[src/rtl/dtg_pkg.sv]
package dtg_pkg;
  localparam int NREG   = 10;
  localparam int A_KEY  = 0;
  localparam int A_CFG  = 1;
  localparam int A_HAT  = 2;
  localparam int A_HBL  = 3;
  localparam int A_HSY  = 4;
  localparam int A_VAT  = 5;
  localparam int A_VBL  = 6;
  localparam int A_VSY  = 7;
  localparam int A_FPH  = 8;
  localparam int A_FPV  = 9;
  localparam int CFG_W  = 5;
  localparam int B_TG   = 0;
  localparam int B_BLK  = 1;
  localparam int B_HS   = 2;
  localparam int B_VS   = 3;
  localparam int B_FP   = 4;
  localparam int NWIN   = 6;

  // window index -> register holding its (lo, hi) pair; even = horizontal
  function automatic int win_reg(input int i);
    case (i)
      0: return A_HBL;
      1: return A_VBL;
      2: return A_HSY;
      3: return A_VSY;
      4: return A_FPH;
      default: return A_FPV;
    endcase
  endfunction
endpackage

[src/rtl/dtg_regs.sv]
module dtg_regs
  import dtg_pkg::*;
#(
  parameter int          AW  = 4,
  parameter logic [31:0] KEY = 32'h0000_5A3C
) (
  input  logic                  clk,
  input  logic                  rst_n,
  input  logic                  wr_en,
  input  logic [AW-1:0]         wr_addr,
  input  logic [31:0]           wr_data,
  input  logic [AW-1:0]         rd_addr,
  output logic [31:0]           rd_data,
  output logic [NREG-1:0][31:0] regs_o
);
  logic unl_q, unl_d;

  always_comb begin
    unl_d = unl_q;
    if (wr_en && wr_addr == AW'(A_KEY)) unl_d = (wr_data == KEY);
  end

  always_ff @(posedge clk or negedge rst_n) begin
    if (!rst_n) unl_q <= 1'b0;
    else        unl_q <= unl_d;
  end

  assign regs_o[A_KEY] = '0;

  for (genvar i = 1; i < NREG; i++) begin : g_reg
    localparam logic [31:0] MASK = (i == A_CFG) ? 32'((1 << CFG_W) - 1) : 32'hFFFF_FFFF;
    logic        we;
    logic [31:0] q, d;
    assign we = wr_en && unl_q && (wr_addr == AW'(i));
    always_comb d = we ? (wr_data & MASK) : q;
    always_ff @(posedge clk or negedge rst_n) begin
      if (!rst_n) q <= '0;
      else        q <= d;
    end
    assign regs_o[i] = q;
  end

  always_comb begin
    if (rd_addr == AW'(A_KEY))             rd_data = {31'b0, unl_q};
    else if (32'(rd_addr) < NREG)          rd_data = regs_o[rd_addr];
    else                                   rd_data = '0;
  end

  // a write while locked leaves the bank untouched
  a_r2_locked_hold: assert property (@(posedge clk) disable iff (!rst_n)
    (wr_en && !unl_q && wr_addr != AW'(A_KEY)) |=> $stable(regs_o));
  // any non-key value at the key address locks
  a_r3_relock: assert property (@(posedge clk) disable iff (!rst_n)
    (wr_en && wr_addr == AW'(A_KEY) && wr_data != KEY) |=> (rd_addr != AW'(A_KEY) || rd_data == 32'd0));
endmodule

[src/rtl/dtg_axis.sv]
module dtg_axis #(
  parameter int CW = 12
) (
  input  logic          clk,
  input  logic          rst_n,
  input  logic          en,
  input  logic          step,
  input  logic [CW-1:0] tot,
  output logic [CW-1:0] cnt,
  output logic          wrap
);
  logic [CW-1:0] cnt_d;

  assign wrap = en && step && (cnt == tot);

  always_comb begin
    if (!en)       cnt_d = '0;
    else if (wrap) cnt_d = '0;
    else if (step) cnt_d = cnt + 1'b1;
    else           cnt_d = cnt;
  end

  always_ff @(posedge clk or negedge rst_n) begin
    if (!rst_n) cnt <= '0;
    else        cnt <= cnt_d;
  end

  // disabled generator parks the counter at 0
  a_r7_idle_zero: assert property (@(posedge clk) disable iff (!rst_n)
    !en |=> cnt == '0);
  // return to 0 after the terminal count
  a_r5_wrap: assert property (@(posedge clk) disable iff (!rst_n)
    (en && step && cnt == tot) |=> cnt == '0);
  // single step below the terminal count
  a_r5_step: assert property (@(posedge clk) disable iff (!rst_n)
    (en && step && cnt < tot) |=> cnt == $past(cnt) + 1'b1);
endmodule

[src/rtl/dtg_window.sv]
module dtg_window #(
  parameter int W = 12
) (
  input  logic [W-1:0] cnt,
  input  logic [W-1:0] lo,
  input  logic [W-1:0] hi,
  output logic         hit
);
  assign hit = (cnt > lo) && (cnt <= hi);
endmodule

[src/rtl/disp_timing_gen.sv]
module disp_timing_gen
  import dtg_pkg::*;
#(
  parameter int          CW  = 12,
  parameter int          AW  = 4,
  parameter logic [31:0] KEY = 32'h0000_5A3C
) (
  input  logic          clk,
  input  logic          rst_n,
  input  logic          wr_en,
  input  logic [AW-1:0] wr_addr,
  input  logic [31:0]   wr_data,
  input  logic [AW-1:0] rd_addr,
  output logic [31:0]   rd_data,
  output logic [CW-1:0] hcount,
  output logic [CW-1:0] vcount,
  output logic          hsync,
  output logic          vsync,
  output logic          fp_hsync,
  output logic          fp_vsync,
  output logic          blank,
  output logic          de
);
  logic [1:0]           rsync_q;
  logic                 rst_i;
  logic [NREG-1:0][31:0] regs;
  logic [CFG_W-1:0]     cfg;
  logic                 tg, hwrap, vwrap;
  logic [NWIN-1:0]      win;

  // asynchronous assert, synchronous release
  always_ff @(posedge clk or negedge rst_n) begin
    if (!rst_n) rsync_q <= 2'b00;
    else        rsync_q <= {rsync_q[0], 1'b1};
  end
  assign rst_i = rsync_q[1];

  dtg_regs #(.AW(AW), .KEY(KEY)) u_regs (
    .clk(clk), .rst_n(rst_i), .wr_en(wr_en), .wr_addr(wr_addr),
    .wr_data(wr_data), .rd_addr(rd_addr), .rd_data(rd_data), .regs_o(regs));

  assign cfg = regs[A_CFG][CFG_W-1:0];
  assign tg  = cfg[B_TG];

  dtg_axis #(.CW(CW)) u_h (
    .clk(clk), .rst_n(rst_i), .en(tg), .step(1'b1),
    .tot(regs[A_HAT][16 +: CW]), .cnt(hcount), .wrap(hwrap));

  dtg_axis #(.CW(CW)) u_v (
    .clk(clk), .rst_n(rst_i), .en(tg), .step(hwrap),
    .tot(regs[A_VAT][16 +: CW]), .cnt(vcount), .wrap(vwrap));

  for (genvar i = 0; i < NWIN; i++) begin : g_win
    localparam int RI = win_reg(i);
    logic [CW-1:0] c;
    assign c = (i % 2 == 0) ? hcount : vcount;
    dtg_window #(.W(CW)) u_w (
      .cnt(c), .lo(regs[RI][0 +: CW]), .hi(regs[RI][16 +: CW]), .hit(win[i]));
  end

  always_comb begin
    de       = tg && (hcount <= regs[A_HAT][0 +: CW]) && (vcount <= regs[A_VAT][0 +: CW]);
    blank    = !tg || (cfg[B_BLK] && (win[0] || win[1]));
    hsync    = tg && cfg[B_HS] && win[2];
    vsync    = tg && cfg[B_VS] && win[3];
    fp_hsync = tg && cfg[B_FP] && win[4];
    fp_vsync = tg && cfg[B_FP] && win[5];
  end

  // the line counter moves only on a pixel wrap
  a_r6_vhold: assert property (@(posedge clk) disable iff (!rst_i)
    (tg && !hwrap) |=> $stable(vcount));
  // a frame wrap coincides with a line wrap
  a_r6_frame: assert property (@(posedge clk) disable iff (!rst_i)
    vwrap |-> hwrap);
endmodule

[config.mk]
export PLATFORM = sky130hd
export DESIGN_NAME = disp_timing_gen
export DESIGN_NICKNAME = d
export VERILOG_FILES = /design/src/rtl/dtg_pkg.sv /design/src/rtl/dtg_regs.sv /design/src/rtl/dtg_axis.sv /design/src/rtl/dtg_window.sv /design/src/rtl/disp_timing_gen.sv
export SDC_FILE = /design/constraint.sdc
export NUM_CORES = 1
export LEC_CHECK = 0
export ABC_CLOCK_PERIOD_IN_PS = 11840
export BUFFER_PORTS_ARGS = -buffer_cell sky130_fd_sc_hd__buf_2
export CAP_MARGIN = 20
export CORE_UTILIZATION = 30
export DETAILED_ROUTE_END_ITERATION = 10
export SYNTH_ARGS = -nofsm -noshare
export SYNTH_HDL_FRONTEND = slang
export SYNTH_SLANG_ARGS = --single-unit
export TNS_END_PERCENT = 10
[constraint.sdc]
create_clock -name clk -period 11.84 [get_ports clk]
set_input_delay 0 -clock clk [delete_from_list [all_inputs] [get_ports clk]]
set_output_delay 0 -clock clk [all_outputs]
set_load 0.02 [all_outputs]
* Yosys cells after proc, flatten, opt, wreduce, memory -nomap -nowiden
Cells that the tools add are included.
Word-level totals: bits in registers 288, memories kept 0, word-level logic and storage cells 88, output and inout bits 62, bits of input ports 43, RAM bits 0, bits in latches 0, bits in read-only memories 0
Operators by class: reductions and logical operators 35, shift-type cells 0, add/subtract/negate cells 2, equal/unequal tests 13, order comparisons 16, multipliers 0, div/mod/pow operators 0, bitwise logic cells 0, multiplexer cells 9
Operator list (count):
- $bmux W32 S4 | 1
- $le A12 B12 Y1 | 8
- $mux W32 | 3
- $gt A12 B12 Y1 | 6
- $mux W12 | 5
- $eq A32 B15 Y1 const B | 1
- $logic_and A1 B1 Y1 | 30
- $add A12 B1 Y12 const B | 2
- $eq A12 B12 Y1 | 2
- $eq A4 B3 Y1 const B | 4
- $eq A4 B2 Y1 const B | 2
- $eq A4 B4 Y1 const B | 2
- $logic_not A4 Y1 | 2
- $lt A4 B5 Y1 const B | 1
- $eq A4 B1 Y1 const B | 1
- $lt A4 B4 Y1 const B | 1
- $ne A3 B1 Y1 const B | 1
- $logic_or A1 B1 Y1 | 2
- $logic_not A1 Y1 | 1

* Depth between registers and ports, before layout
Gate-level depths: netlist (run 1).
depth after elaboration 6, depth in mapped cells 8, gate-level depth less buffers 8

* Cells and area by module
Synthesis (run 1) repeated with hierarchy kept, for this count alone.
Unflattened totals: cell total of the unflattened synthesis 1682, area total of the unflattened synthesis 18609.1 sq um
By module, submodules not included:
- dtg_regs | sequential area each 6556.3 sq um, cells each 869, instances 1, area an instance 12494.5 sq um
- dtg_window (g_win[3].u_w ...) | sequential area each 0.0 sq um, cells each 85, instances 3, area an instance 615.6 sq um
- dtg_axis | sequential area each 300.3 sq um, cells each 104, instances 2, area an instance 857.1 sq um
- dtg_window (g_win[0].u_w ...) | sequential area each 0.0 sq um, cells each 84, instances 2, area an instance 615.6 sq um
- disp_timing_gen | sequential area each 50.0 sq um, cells each 97, instances 1, area an instance 710.7 sq um
- dtg_window (g_win[2].u_w) | sequential area each 0.0 sq um, cells each 85, instances 1, area an instance 611.8 sq um

* Least setup slack after synthesis (run 1)
No wires, ideal clock.
path kind register to output, start reg u_v.cnt[9], end out blank, slack 9.559 ns, stages on the path, launching flop included 8, path buffers 0, data required time 11.840 ns, arrival 2.281 ns, path through dfrtp_1 ha_1 a21oi_1 nor2_1 a211oi_1 or4b_1 a211o_1 o311ai_1
On the way: longest elaborated chain between the ends 5, elaborated cells on any way between the ends 6, classes of those cells order compare: 2; reduce/logical: 4
RTL lines:
- start: declaration | RTL line dtg_axis.sv:9 | output logic [CW-1:0] cnt,
- start signal: assignment | RTL line dtg_axis.sv:25 | else cnt <= cnt_d;
- $gt A12 B12 Y1 or $le A12 B12 Y1 (tied branches) | RTL line dtg_window.sv:9 | assign hit = (cnt > lo) && (cnt <= hi);
- $logic_and A1 B1 Y1 * | RTL line dtg_window.sv:9
- $logic_or A1 B1 Y1 * | RTL line disp_timing_gen.sv:63 | blank = !tg || (cfg[B_BLK] && (win[0] || win[1]));
- $logic_and A1 B1 Y1 * | RTL line disp_timing_gen.sv:63
- $logic_or A1 B1 Y1 * | RTL line disp_timing_gen.sv:63
- end: declaration | RTL line disp_timing_gen.sv:21 | output logic blank,
Mark *: on every way between the ends. The rest lies on a longest branch, timed or not.

* Final worst setup path (run 1)
start reg u_h.cnt[3], end out hsync
On the way: longest elaborated chain between the ends 3, elaborated cells on any way between the ends 4, classes of those cells order compare: 2; reduce/logical: 2
RTL lines:
- start: declaration | RTL line dtg_axis.sv:9
- start signal: assignment | RTL line dtg_axis.sv:25
- $gt A12 B12 Y1 or $le A12 B12 Y1 (tied branches) | RTL line dtg_window.sv:9
- $logic_and A1 B1 Y1 * | RTL line dtg_window.sv:9
- $logic_and A1 B1 Y1 * | RTL line disp_timing_gen.sv:64 | hsync = tg && cfg[B_HS] && win[2];
- end: declaration | RTL line disp_timing_gen.sv:17 | output logic hsync,
Marked as above.

==> impl_results.md, run 1 <==
- # setup viols final: 0
- Clk pwr share: about half
- Tcrit/Tclk final: between 20% and 30%
- Die Wd: around 240 um
- Pin count of the biggest net entering global routing: 80
- Main combinational cell family by area after synthesis: multiplexers
- Layout area overhead: 15.8%
- Cts hold-fix bufs: 38
- CTS Buffer Depth: 3
- Worst EP required: ~12000 ps
- Ys async rst share: 100%
- Number of port buffers: 104
- First-pass GRT wire length: about 88 mm
- Wire per inst: about 22 um
- Nets@finish: ~2000
- Synth Cell Area: between 15000 and 20000 sq um
- Top sig layer: met5
- Hold Crit Class: in2reg
- Seq/Total Area, Yosys: between 40% and 50%
- Seq cells post-synth: between 200 and 300
- Worst-path maximum fanout: 12
- Root Buffer: clkbuf_16
- Layout cell share with drive strength beyond 1: about a fifth
- Simple-gate portion of the synthesized area: under 10%
- Drt pass-1 iters: 7
- Sink Count: 288
- Overall power: approximately 0.0022 W
- Combinational fraction of design power: 6.3%
- Yosys cell types: 64
- Unrepaired setup endpoints after global routing: false
- Switch share: between 20% and 30%
- CP endpoint kind: output port
- Yosys synthesis warning count: 0
- Finished Cell Area: roughly 20000 sq um
- H-tree depth: 2
- Critical path class: reg2out
- TritonCTS clock tree: done
- Power Density: roughly 110 nW/um^2
- Initial Util: a little under a third
- GRT overflow: 0
- Clock Latency Late Sink: roughly 540 ps
- Crit path DAT: roughly 3500 ps
- P_leak: roughly 10 nW
- Slew headroom: 31.9%
- WL final: 57.9 mm
- Post-synth top flop: dfrtp_1
- DR iter-0 viols: 1288
- GRT Total Usage: roughly a fifth
- Vias in the first global route: between 10000 and 15000
- Total of max-cap violations: 0
- Post-Synth XOR/XNOR Area: under 10%
- DRC Markers: 0
- DR WL met2: 26.0 mm
- Worst Max-Slew Pin Slew: between 1000 and 1500 ps
- Sequential power share: 44.2%
- Met3 WL: 4.35 mm
- Final core utilization: between 30% and 40%
- CP Launch Type: register
- Post-synthesis mux area share: around 16%
- Fmax: around 0.28 GHz
- TritonCTS Buffers: 35
- Max-slew violation count: 0
- Outcome: finished, final reports clean
- Antenna violations before repair: 1
- Worst vdd ir: a little under 0.07 mV
- Avg Inst Size Synth: 10.3 sq um
- Detail Placement HPWL: roughly 41 mm
- Final ANT Viol Nets: 0
- Num rows: 88
- Final period demand of the worst path: between 3000 and 4000 ps
- ANT cells: 0
- Post-CTS Setup Inserts: 0
- GPL Wtd Cong: 0.948
- Core Region: ~58000 sq um
- Die H: 244 um
- Int Pwr: about 0.0017 W
- Syn_nets: approximately 1900
- Post-synth EDFFs: 0
- Via density: between 5 and 6
- Worst-case clock skew: approximately 16 ps
- Net Sw Power: 0.000537 W
- Post-DP Area: roughly 19000 sq um
- Cell count after synthesis: 1694
- WL met1: 26.2 mm
- Die ar.: a little under 60000 sq um
- Io pins: approximately 110
- Via Count: around 14000
- PostCTS Resize Cnt: 0
- Final Hold Fails: 0
- Compound-Gate Fraction of Synth Area: about an eighth
- Synth Area in Adders: approximately an eighth
- Clk slew on worst S/H paths: 60 ps
- Hold_ws: 41.2 ps
- Final setup TNS: 0 ps
## flip-flops by register name, summed over array words and instances, names as in the netlist
register,cells
u_regs.g.q,261
u_h.cnt,12
u_v.cnt,12
rsync_q,2
u_regs.unl_q,1
## layout by cell type (no fill, tap or decap), types with 22 or more instances in the layout
| cell type | Yosys | routed |
|---|---|---|
| a21o_1 | 27 | 27 |
| a21oi_1 | 66 | 66 |
| a22oi_1 | 27 | 27 |
| buf_2 | 19 | 103 |
| buf_4 | 17 | 22 |
| clkbuf_16 | 0 | 37 |
| dfrtp_1 | 288 | 287 |
| dlygate4sd3_1 | 0 | 38 |
| ha_1 | 170 | 170 |
| inv_1 | 168 | 168 |
| mux2_2 | 158 | 158 |
| mux2i_1 | 35 | 35 |
| mux4_2 | 32 | 32 |
| nand2_1 | 162 | 162 |
| nand4_1 | 41 | 41 |
| nor2_1 | 35 | 34 |
| o21ai_0 | 167 | 167 |
| o22ai_1 | 27 | 27 |
## area by class of cell
| type | instances | area [sq um] |
|---|---|---|
| fillers | 5807 | 37400 |
| multi-input cells | 1141 | 9220 |
| flip-flops and latches | 288 | 7210 |
| repair buffers | 165 | 1100 |
| clock buffers | 51 | 1030 |
| well taps | 765 | 957 |
| inverters | 168 | 631 |
| clock inverters | 11 | 133 |
## cell usage after synthesis (12+ instances only)
library cell,instances,share of area [%]
a211oi_1,15,0.64
a21o_1,27,1.2
a21oi_1,66,1.9
a22oi_1,27,1.2
and3_1,13,0.46
buf_2,19,0.54
buf_4,17,0.73
clkbuf_1,53,1.1
dfrtp_1,288,41
ha_1,170,12
inv_1,168,3.6
mux2_2,158,10
mux2i_1,35,2.0
mux4_2,32,4.1
nand2_1,162,3.5
nand3_1,20,0.57
nand4_1,41,1.5
nor2_1,35,0.75
nor2b_1,16,0.57
nor3_1,12,0.34
o21ai_0,167,4.8
o22ai_1,27,0.96
xnor2_1,19,0.95
xor2_1,18,0.90
## final timing paths
kind / endpoint / start / slack [ps] / cells after the start
worst max-delay path: hsync / u_h.cnt[3] / 8310 / 7
worst min-delay path: u_regs.unl_q / wr_addr[0] / 40 / 4
worst max register to register: u_v.cnt[2] / u_h.cnt[10] / 9190 / 6
worst min register to register: u_regs.g_reg[2].q[14] / rsync_q[1] / 220 / 0
max in group asynchronous: u_regs.g_reg[3].q[3] / rsync_q[1] / 9630 / 3
min in group asynchronous: u_regs.g_reg[2].q[14] / rsync_q[1] / 220 / 0
## layer usage
| metal | GRT usage (%) | vias to the layer above |
|---|---|---|
| met2 | 30.5 | 484 |
| li1 | - | 6247 |
| met5 | 0 | - |
| met1 | 27.7 | 6962 |
| met4 | 5.48 | 2 |
| met3 | 3.69 | 80 |
## metrics by stage
stage,setup WS [ps],cells
after floorplan,3220,1694
after global placement,8890,2488
after detailed placement,8910,2488
after CTS,8330,2588
after global routing,7970,2589
final,8310,2589
## worst max-delay path: stages (launching register included)
cell and delay [ps]:
dfrtp_1 750, ha_1 360, a21oi_1 160, o21ai_0 120
a221oi_1 310, o21ai_0 140, a221oi_1 820, buf_2 310
## logic make-up (layout without fill, tap and decap cells)
| group | Yosys count | in the layout |
|---|---|---|
| and+or+nand+nor | 342 | 342 |
| buffers and inverters | 265 | 395 |
| AOI/OAI and AO/OA | 364 | 364 |
| adders and majority gates | 170 | 170 |
| DFF | 288 | 288 |
| other | 1 | 1 |
| muxes | 227 | 227 |
| xor gates and xnor gates | 37 | 37 |
## power by group through the flow
stage	clock network, W	registers, W	logic (W)
5_1_grt	0.00116	0.000986	0.000150
3_3_place_gp	0	0.00100	0.000127
2_1_floorplan	0	0.00102	0.0000646
3_5_place_dp	0	0.00100	0.000128
4_1_cts	0.00112	0.000987	0.000140
6_report	0.00111	0.000986	0.000141
No activity file was read; power rests on OpenSTA's default activity.
==> run 2, diff against run 1 <==
--- a/config.mk
+++ b/config.mk
@@ -5,7 +5,8 @@
 export SDC_FILE = /design/constraint.sdc
 export NUM_CORES = 1
 export LEC_CHECK = 0
-export ABC_CLOCK_PERIOD_IN_PS = 11840
+export ABC_AREA = 1
+export ABC_CLOCK_PERIOD_IN_PS = 3500
 export BUFFER_PORTS_ARGS = -buffer_cell sky130_fd_sc_hd__buf_2
 export CAP_MARGIN = 20
 export CORE_UTILIZATION = 30
==> constraint.sdc (replaced) <==
create_clock -name clk -period 3.5 [get_ports clk]
set_input_delay 0 -clock clk [delete_from_list [all_inputs] [get_ports clk]]
set_output_delay 0 -clock clk [all_outputs]
set_load 0.02 [all_outputs]
==> run 2 against run 1 <==
The run now ends with hold timing left. Final area rose by 1.2%. Combinational power grew to 3.6 times the previous value. Final cell count grew 22%. Setup slack got worse by 7700 ps. Clock power increased to 3.3 times the previous value. Register-to-register slack worse by 7900 ps. Core utilization grew 0.27 points. Count of clock-buffer cells in the layout down 1. Hold slack worse by 50 ps. First-iteration DRC count up 13%. Flip-flop and latch count did not move. Largest power group unchanged. Highest routed layer unchanged.
==> impl_results.md, run 2 <==
- Largest registers: u_regs.g.q x261, u_h.cnt x12, u_v.cnt x12
- Synth cell count leaders: 543 x nand2_1, 396 x o21ai_0, 288 x dfrtp_1
- P_leak: around 9.9 nW
- Worst Hold Path EP: u_regs.g_reg[5].q[7]
- Io pins: approximately 110
- Core Region: ~58000 sq um
- Max FFs per register: approximately 260
- H-tree depth: 2
- Final period demand of the worst path: 2900 ps
- Ys async rst share: 100%
- Worst-case clock skew: around 16 ps
- Seq/Total Area, Yosys: a little over 40%
- Critical path class: reg2out
- Unrepaired setup endpoints after global routing: false
- Yosys synthesis warning count: 0
- Final core utilization: a little over a third
- Root Buffer: clkbuf_16
- Number of port buffers: 104
- Nets@finish: around 2600
- Worst Max-Slew Pin Slew: roughly 940 ps
- Seq cells post-synth: 288
- Yosys cell types: between 40 and 50
- Max-slew violation count: 0
- Dominant cell type by area after synthesis: dfrtp_1
- # setup viols final: 0
- Wire per inst: around 19 um
- Register Area: slightly above 7000 sq um
- GPL Wtd Cong: 0.892
- Die Wd: around 240 um
- Reg2Reg Capture Point: u_regs.g_reg[3].q[15]
- TritonCTS clock tree: done
- Hold Path Cell Cnt: 5
- First-pass GRT wire length: slightly above 90 mm
- Fmax: 0.345 GHz
- Worst vdd ir: ~0.36 mV
- Worst EP required: between 3000 and 4000 ps
- Layout area overhead: 16.3%
- Vias in the first global route: approximately 16000
- Fillers: just over 6000
- Syn_nets: around 2500
- CTS Buffer Depth: 3
- GRT overflow: 0
- Clk slew on worst S/H paths: around 60 ps
- Synth area leaders: dfrtp_1 41%, ha_1 12%, nand2_1 12%, o21ai_0 11%, inv_1 5.7%
- Multi-input logic area: 8970 sq um
- TritonCTS Buffers: 34
- Outcome: finished, violations left
- Synth top area share: 40.9%
- Worst-path maximum fanout: 11
- Final Hold Fails: 2
- Initial Util: between 30% and 40%
- Pin count of the biggest net entering global routing: between 80 and 90
- Hold_ws: -8.93 ps
- Synth Cell Area: roughly 18000 sq um
- Post-synth EDFFs: 0
- Hold Crit Start: wr_addr[0]
- Cell count after synthesis: ~2300
- DRC Markers: 0
- GRT Total Usage: between 10% and 20%
- WL final: 59.5 mm
- CP endpoint kind: output port
- Final ANT Viol Nets: 0
- Most frequent cells in the layout: 541 x nand2_1, 396 x o21ai_0, 287 x dfrtp_1, 268 x inv_1, 170 x ha_1
- Post-DP Area: between 15000 and 20000 sq um
- Sink Count: between 200 and 300
- Antenna violations before repair: 3
- Clock Latency Late Sink: about 540 ps
- R2R setup slack: between 1000 and 1500 ps
- Post-CTS Setup Inserts: 0
- Finished Cell Area: 20500 sq um
- Total of max-cap violations: 0
- Crit path DAT: about 2900 ps
- Num rows: 88
- Detail Placement HPWL: around 43 mm
- Most frequent cell after synthesis: nand2_1
- FF-to-FF Start: u_regs.unl_q
- Power Density: approximately 360 nW/um^2
- Most common library cell in the layout ignoring fill and taps: nand2_1
- Via Count: about 16000
- Final setup TNS: 0 ps
- Most flops, register: u_regs.g.q
- R2R depth: 6
- Die H: 244 um
- Layout cell share with drive strength beyond 1: about 9%
- Die ar.: 59800 sq um
- Failing checks: hold timing
- Hold Crit Class: in2reg
- DR iter-0 viols: 1449
- Avg Inst Size Synth: ~7.8 sq um
- Drt pass-1 iters: 7
- Tcrit/Tclk final: approximately 83%
- CP Launch Type: register
- Slew headroom: between 30% and 40%
- Post-synth top flop: dfrtp_1
- Via density: a little over 5
-- run 2: repair_timing --
| action | in CTS | in global routing |
|---|---|---|
| resized for setup | 0 | 0 |
| hold buffers | 35 | 1 |
| hold endpoints to repair | 223 | 2 |
-- run 2: worst max-delay path, stage by stage (launching register included) --
cell	delay (ps)
dfrtp_1	760
ha_1	360
a21oi_1	150
o21ai_0	110
nand2_1	60
o21ai_0	60
o21ai_0	420
nor2_1	230
buf_2	220
-- run 2: power breakdown --
group	internal, W	switching [W]	leakage, nW
Sequential	0.00333	0.00000945	4.02
Clock	0.00215	0.00147	0.551
Combinational	0.000133	0.000374	5.34
-- run 2: area by class of cell --
class                           instances  area share (%)
Clock buffer                           50            4.95
Clock inverter                          9           0.464
Timing Repair Buffer                  173            6.06
Antenna cell                            2          0.0244
Multi-Input combinational cell       1611            43.7
Inverter                              271            4.98
Tap cell                              765            4.67
Sequential cell                       288            35.1
-- run 2: per-layer routing --
| layer | global-route usage [%] | vias up | wire [um] |
|---|---|---|---|
| met1 | 24.9 | 7641 | 24800 |
| met2 | 34.7 | 506 | 29100 |
| met5 | 0 | - | 8 |
| met4 | 7.24 | 2 | 2050 |
| li1 | - | 7752 | - |
| met3 | 2.96 | 131 | 3570 |
-- run 2: metrics by stage --
step / cells / power, W / hold slack [ps] / worst slack, ps
2_1_floorplan: 2271 / 0.00368 / -296 / 628
3_3_place_gp: 3066 / 0.00388 / -214 / 1190
3_5_place_dp: 3068 / 0.00388 / -212 / 1210
4_1_cts: 3162 / 0.00754 / 6.97 / 641
5_1_grt: 3168 / 0.00772 / 19.7 / 525
6_report: 3169 / 0.00747 / -8.93 / 603
-- run 2: logic make-up (layout without fill, tap and decap cells) --
kind of cell	count (synthesis)	after routing	share of synthesized area [%]
adders and majority gates	170	170	12.1
DFF	288	288	40.9
AOI/OAI and AO/OA	645	645	19.4
and+or+nand+nor	762	762	17.7
other	1	3	0.0213
xor gates and xnor gates	33	33	1.64
buffers and inverters	372	503	8.35
-- run 2: worst max-delay path by stage --
stage           startpoint    endpoint  slack, ps  depth (start not counted)
4_1_cts         u_h.cnt[3]       hsync        640                          8
6_report        u_h.cnt[3]       hsync        600                          8
2_1_floorplan   rsync_q[1]  u_h.cnt[0]        630                          0
3_3_place_gp   u_h.cnt[11]       hsync       1190                          8
5_1_grt         u_v.cnt[3]    fp_vsync        520                          9
3_5_place_dp    u_h.cnt[3]       hsync       1210                          8
